### src/rtl/nand_cache_lun.sv
module nand_cache_lun #(
  parameter int PW    = 8,
  parameter int CW    = 12,
  parameter int T_R   = 12,
  parameter int T_CB  = 3,
  parameter int T_RST = 5
) (
  input  logic          clk,
  input  logic          rst_n,
  input  logic          cmd_valid,
  input  logic [7:0]    cmd_code,
  input  logic [PW-1:0] page_in,
  input  logic [CW-1:0] col_in,
  output logic          busy_n,
  output logic          st_rdy,
  output logic          st_ardy,
  output logic          illegal,
  output logic [PW-1:0] cache_page,
  output logic [CW-1:0] col_addr
);
  localparam int TMAX = (T_R > T_RST ? (T_R > T_CB ? T_R : T_CB) : (T_RST > T_CB ? T_RST : T_CB));
  localparam int TW   = $clog2(TMAX + 1);

  typedef enum logic [2:0] {S_READY, S_PEND_RD, S_PEND_COL, S_ARRAY, S_CBUSY, S_LBUSY, S_RST} st_t;

  st_t st;
  logic cmode, have_pg, legal, ph_done;
  logic [TW-1:0] cnt, arr;
  logic [PW-1:0] tgt, data_pg, last_pg;

  wire is_stat  = cmd_code == 8'h70 || cmd_code == 8'h78;
  wire is_rst   = cmd_code == 8'hFF;
  wire arr_idle = arr == '0;
  wire go       = cmd_valid && legal;

  assign st_rdy  = st == S_READY || st == S_PEND_RD || st == S_PEND_COL;
  assign st_ardy = st_rdy && !cmode;
  assign busy_n  = st_rdy;

  always_comb begin
    case (st)
      S_READY:    legal = is_stat || is_rst || cmd_code == 8'h00 || cmd_code == 8'h05 ||
                          (cmd_code == 8'h31 && have_pg) || (cmd_code == 8'h3F && cmode);
      S_PEND_RD:  legal = is_rst || (cmd_code == 8'h30 && !cmode) || (cmd_code == 8'h31 && have_pg);
      S_PEND_COL: legal = is_rst || cmd_code == 8'hE0;
      default:    legal = is_stat || is_rst;
    endcase
    case (st)
      S_ARRAY:          ph_done = cnt == TW'(T_R - 1);
      S_CBUSY, S_LBUSY: ph_done = arr_idle && cnt == TW'(T_CB - 1);
      S_RST:            ph_done = cnt == TW'(T_RST - 1);
      default:          ph_done = 1'b0;
    endcase
  end

  always_ff @(posedge clk) begin
    if (!rst_n) begin
      st <= S_READY; cmode <= 1'b0; have_pg <= 1'b0; illegal <= 1'b0;
      cnt <= '0; arr <= '0; tgt <= '0; data_pg <= '0; last_pg <= '0;
      cache_page <= '0; col_addr <= '0;
    end else begin
      illegal <= cmd_valid && !legal;
      if (!arr_idle) arr <= arr - 1'b1;
      if (st == S_ARRAY || st == S_RST || ((st == S_CBUSY || st == S_LBUSY) && arr_idle))
        cnt <= cnt + 1'b1;
      if (go && is_rst) begin
        st <= S_RST; cnt <= '0; arr <= '0;
        cmode <= 1'b0; have_pg <= 1'b0; col_addr <= '0;
      end else if (ph_done) begin
        st <= S_READY;
        col_addr <= '0;
        case (st)
          S_ARRAY: begin
            cache_page <= tgt; data_pg <= tgt; last_pg <= tgt; have_pg <= 1'b1;
          end
          S_CBUSY: begin
            cache_page <= data_pg; data_pg <= tgt; last_pg <= tgt;
            arr <= TW'(T_R); cmode <= 1'b1;
          end
          S_LBUSY: begin
            cache_page <= data_pg; cmode <= 1'b0;
          end
          default: ;
        endcase
      end else if (go) begin
        case (st)
          S_READY: begin
            if (cmd_code == 8'h00) st <= S_PEND_RD;
            if (cmd_code == 8'h05) st <= S_PEND_COL;
            if (cmd_code == 8'h31) begin st <= S_CBUSY; cnt <= '0; tgt <= last_pg + 1'b1; end
            if (cmd_code == 8'h3F) begin st <= S_LBUSY; cnt <= '0; end
          end
          S_PEND_RD: begin
            tgt <= page_in; cnt <= '0;
            st  <= (cmd_code == 8'h30) ? S_ARRAY : S_CBUSY;
          end
          S_PEND_COL: begin
            col_addr <= col_in; st <= S_READY;
          end
          default: ;
        endcase
      end
    end
  end

  p_busy_only_status_r7: assert property (@(posedge clk) disable iff (!rst_n)
    (cmd_valid && !st_rdy && !is_stat && !is_rst) |=> illegal);

  p_reject_holds_r9: assert property (@(posedge clk) disable iff (!rst_n)
    (cmd_valid && !legal && st_rdy) |=> (st == $past(st) && $stable(cmode)));

  p_ready_col_zero_r6: assert property (@(posedge clk) disable iff (!rst_n)
    $rose(st_rdy) |-> col_addr == '0);

  p_cache_exit_r3: assert property (@(posedge clk) disable iff (!rst_n)
    ($past(st) == S_CBUSY && st == S_READY) |-> (busy_n && !st_ardy && !arr_idle));

  p_last_exit_r5: assert property (@(posedge clk) disable iff (!rst_n)
    ($past(st) == S_LBUSY && st == S_READY) |-> (st_ardy && cache_page == $past(data_pg)));

  p_reset_len_r10: assert property (@(posedge clk) disable iff (!rst_n)
    (st == S_RST) |-> (cnt < TW'(T_RST) && arr_idle));
endmodule

### config.mk
export PLATFORM = sky130hd
export DESIGN_NAME = nand_cache_lun
export DESIGN_NICKNAME = d
export VERILOG_FILES = /design/src/rtl/nand_cache_lun.sv
export SDC_FILE = /design/constraint.sdc
export NUM_CORES = 1
export LEC_CHECK = 0
export ABC_CLOCK_PERIOD_IN_PS = 3150
export BUFFER_PORTS_ARGS = -buffer_cell sky130_fd_sc_hd__buf_4
export CORE_UTILIZATION = 59
export CTS_CLUSTER_SIZE = 20
export DETAILED_ROUTE_END_ITERATION = 10
export MAX_ROUTING_LAYER = met4
export PLACE_DENSITY = 0.9
export SLEW_MARGIN = 20
export SYNTH_ARGS = -nofsm -noshare
export SYNTH_HDL_FRONTEND = slang
export SYNTH_SLANG_ARGS = --single-unit
### constraint.sdc
create_clock -name clk -period 3.15 [get_ports clk]
set_input_delay 0.63 -clock clk [delete_from_list [all_inputs] [get_ports clk]]
set_output_delay 0.63 -clock clk [all_outputs]
set_load 0.005 [all_outputs]
### After elaboration in Yosys (flattened, before gate mapping)

Index checks and enable logic that the tools add are counted.

* add/sub/neg operators: 3
* equality and inequality tests: 20
* muxes and demuxes: 24
* bitwise operators: 3
* reduce and logical (&&, ||, !) cells: 46

Operators with widths (count)
* $mux 4: 8
* $pmux 8 s2: 2
* $eq 8x6->1 const B: 3
* $mux 3: 8
* $eq 8x7->1 const B: 2
* $eq 8x8->1 const B: 2
* $logic_or 1x1->1: 14
* $reduce_and 3->1: 4
* $eq 3x3->1 const B: 3
* $logic_and 1x1->1: 9
* $pmux 3 s3: 1
* $add 8x1->8 const B: 1
* $eq 8x3->1 const B: 1
* $logic_not 8->1: 1
* $mux 8: 1
* $pmux 4 s2: 1
* $ne 7x2->1 const B: 1
* $eq 3x2->1 const B: 2
* $pmux 1 s3: 2
* $reduce_and 2->1: 3
* $reduce_bool 2->1: 3
* $reduce_bool 3->1: 2
* $reduce_or 2->1: 3
* $ne 5x1->1 const B: 1
* 15 further kinds: 18

* register bits after elaboration: 50
* output and inout bits: 24
* word-level logic and storage cells: 107

### Logic depth before layout (Yosys ltp)

* depth after elaboration: 12
* gate-level depth with buffers: 9
* mapped depth without buffers: 8

### Worst setup path before layout

OpenSTA, ideal clock, no wires.

* kind: input-to-reg
* start: input cmd_code[0]
* end: register col_addr[0]
* library setup time: 0.120 ns
* arrival: 2.246 ns
* required time: 3.030 ns
* slack: 0.785 ns
* stages on the path: 8
* cell sequence: buf_2 -> nor2_1 -> nand3_1 -> a211oi_2 -> a2111oi_2 -> a2111o_1 -> buf_6 -> mux2i_1

* word-level cells in the longest chain between the ends: 11

Ends and longest elaborated chain
* from (decl): line 11 `input logic [7:0] cmd_code,`
* $eq 8x7->1: line 31 `wire is_stat = cmd_code == 8'h70 || cmd_code == 8'h78;`
* $logic_or 1x1->1: line 31
* $logic_or 1x1->1: line 42, 46
* $logic_or 1x1->1 (3 in a row): line 42 `S_READY: legal = is_stat || is_rst || cmd_code == 8'h00 || cmd_code == 8'h05 ||`
* $logic_or 1x1->1: line 43 `(cmd_code == 8'h31 && have_pg) || (cmd_code == 8'h3F && cmode);`
* $pmux 1 s3: line 41 `case (st)`
* $logic_and 1x1->1: line 34 `wire go = cmd_valid && legal;`
* $logic_and 1x1->1: line 66 `if (go && is_rst) begin`
* $reduce_or 3->1 (no line)
* to (signal assigned): line 60 `cache_page <= '0; col_addr <= '0;`
* to (signal assigned): line 68 `cmode <= 1'b0; have_pg <= 1'b0; col_addr <= '0;`
* to (signal assigned): line 71 `col_addr <= '0;`
* to (decl): line 19 `output logic [CW-1:0] col_addr`

Parallel ways exist; a longest one is shown, timed or not.
A chain may end at the register's enable or synchronous reset.

### Final worst setup path

* start: register st[2]
* end: register col_addr[10]

* word-level cells in the longest chain between the ends: 5

Ends and longest elaborated chain
* from (decl): line 26 `st_t st;`
* from (signal assigned): line 95 `st <= (cmd_code == 8'h30) ? S_ARRAY : S_CBUSY;`
* $eq 3x2->1, or another cell as far along: line 41, 86
* $pmux 1 s3: line 41
* $logic_and 1x1->1: line 34
* $logic_and 1x1->1: line 66
* $reduce_or 3->1 (no line)

Parallel ways exist; a longest one is shown, timed or not.

==> results.yml <==
outcome:
  status: "finished clean"
sta:
  max_clock_freq_mhz: 383
  fin_skew_ns: 0.00483
  fin_crit_sh: 0.828
  setup_viol: 0
  hold_viol: 0
  worst_pin_slew_ns: 0.650
  relSlewSlack: 0.567
  rsz0062_at_grt: "no"
  slew_viol_final: 0
  final.setup.tns_ns: 0
  fin_crit_ns: 2.61
clocking:
  clockRootBuffer: "clkbuf_8"
  htree_levels: 2
  cts_setup_buffers: 0
  cts_hold_buf: 0
  cts_made_buffers: 5
  cts_repair_resize_count: 0
  worstSkewPairLatency_ns: 0.31
  numClockSinks: 50
  clk_pin_slew_worst_paths_ns: 0.10
  cts_buffer_depth: 2
  tritoncts: "done"
synthesis:
  syn_inst: 322
  synth_compound_area_frac: 0.167
  synth_area_leaders: "dfxtp_1 36%, mux2i_1 14%, nand2_1 7.8%"
  yosysMostFrequentCell: "nand2_1"
  syn_area_sq_um: 2800
  synth_seq_cells: 50
  synth_top_area_frac: 0.357
  yosys.area.top_type: "dfxtp_1"
  synth_flop_cell: "dfxtp_1"
  synthSimpleGateAreaFrac: 0.245
  synth-edff-count: 0
  synth_top_family_by_area: "simple AND/OR/NAND/NOR gates"
  synthXorXnorAreaFrac: 0.0344
  synth_nets: 357
  synthAdderAreaFrac: 0.0179
  synthMuxAreaShare: 0.140
  yosysUniqueCellTypes: 53
  ys_warn_count: 0
  synth_common_cells: "58 x nand2_1, 50 x dfxtp_1, 38 x mux2i_1"
  async_reset_ff_frac: 0
  ys_seq_area_frac: 0.357
  syn_area_per_cell_sq_um: 8.70
route:
  first_pass_iters: 6
  antenna_left: 0
  wl_microns: 6750
  wl_per_cell_microns: 15.9
  drt_iter0_drc: 247
  post-route-drc-count: 0
  via_per_inst: 5.98
  vias: 2535
global_route:
  overflow: 0
  antenna_found_initial: 0
  grt_pass1_vias: 2534
  grt_max_degree: 38
  grt_pass1_wl_microns: 11400
  grt_usage: 0.294
worst_setup_path:
  critPathMaxStageDelay_ns: 0.64
  cpLargestDelayFamily: "compound AO/OA/AOI/OAI gates"
  worstSetupEndpointType: "flip-flop"
  crit_path_start_kind: "flip-flop"
  arrival_ns: 2.85
  critPathLaunch: "st[2]"
  rr_startpoint: "st[2]"
  cp_slowest_cell: "a2111o_1"
  worstSetupPathType: "reg -> reg"
  crit_required_ns: 3.39
  crit_chain: "nor2_2, nand2_2, o32ai_2, a2111oi_2, a2111o_1, mux2i_1"
  path_max_fanout: 17
  crit_buf_inv: 0
floorplan:
  io_pins: 55
  initial_utilization: 0.630
  rows: 24
  dieArea_sq_um: 5030
  core_sq_um: 4440
  die_y_microns: 70.9
  die_x_microns: 70.9
worst_hold_path:
  min-delay-start: "have_pg"
  hold_class: "reg -> reg"
layout:
  final_nets: 406
  layout-drive-gt1-share: 0.215
  design_area_sq_um: 3350
  fin_cells: 424
  syn2layout_area_growth_pct: 19.4
  utilization: 0.753
  antennaDiodeCount: 0
power:
  power_mw: 1.35
  leakage_nw: 1.51
  p_per_area_nw_per_um2: 405
  ir_drop_mv: 0.329
place:
  place_hpwl_microns: 4720
  dp.cells: 416
  io_buffers: 54
  dpl_cell_area_sq_um: 3220
  gp_congestion: 0.936
flow_run:
  cap_violations: 0
==> final timing paths <==
kind / end / slack [ns] / cells after the start
worst min-delay path: have_pg / 0.47 / 2
worst max-delay path: col_addr[10] / 0.54 / 6
worst max register to register: col_addr[10] / 0.54 / 6
worst min register to register: have_pg / 0.47 / 2
==> per-stage QoR <==
step / hold slack (ns) / setup slack [ns]
floorplan: 0.426 / 0.785
global placement: 0.445 / 0.468
detailed placement: 0.456 / 0.409
CTS: 0.471 / 0.569
global route: 0.487 / 0.367
finish: 0.470 / 0.541
==> cell families after synthesis <==
group	count (synthesis)
simple gates	134
mux	39
flops	50
buf+inv	24
xor+xnor	11
compound gates	60
fa+ha+maj	4
==> area by class of cell <==
type	count	area [sq um]
multi-input combinational	248	1690
clock inverter	2	38.8
timing repair buffer	58	435
fill	328	1100
inverter	8	30.0
sequential	50	1000
tap	52	65.1
clock buffer	6	82.6
==> worst reg2reg max path: stages, from the launching register on <==
cell and delay, ns:
dfxtp_1 0.53, nor2_2 0.15, nand2_2 0.32, o32ai_2 0.15, a2111oi_2 0.48, a2111o_1 0.64
mux2i_1 0.26
==> power breakdown <==
part	total [mW]	switching, mW	internal [mW]
logic	0.203	0.102	0.101
registers	0.664	0.0135	0.650
clock network	0.488	0.226	0.262
total	1.35	0.341	1.01
==> placed cells by master, fill, tap and decap left out, drive strengths merged, types with 5 or more instances in the layout <==
master | netlist | routed
a21oi | 14 | 14
nor2 | 9 | 9
clkbuf | 9 | 6
nor3 | 7 | 7
nand2b | 8 | 8
inv | 8 | 9
o21ai | 8 | 8
a211oi | 5 | 5
buf | 7 | 58
and3 | 7 | 7
o211a | 9 | 9
dfxtp | 50 | 50
mux2i | 38 | 38
nand3 | 14 | 14
nand2 | 60 | 60
xor2 | 7 | 7
nor2b | 10 | 10
o211ai | 8 | 8
nor3b | 5 | 5
==> sequential cells by signal, summed over array words and instances, names as in the netlist <==
register	flops
cnt	4
col_addr	12
illegal	1
cache_page	8
cmode	1
have_pg	1
tgt	8
arr	4
st	3
last_pg	8
==> metal layers <==
layer | track usage | part of all wire | up-vias
met5 | - | 0 | -
met4 | 0.120 | 0.024 | 0
met3 | 0.0385 | 0.040 | 19
met2 | 0.519 | 0.51 | 77
met1 | 0.335 | 0.43 | 1186
li1 | - | - | 1253
Power figures use the tool's default switching activity.
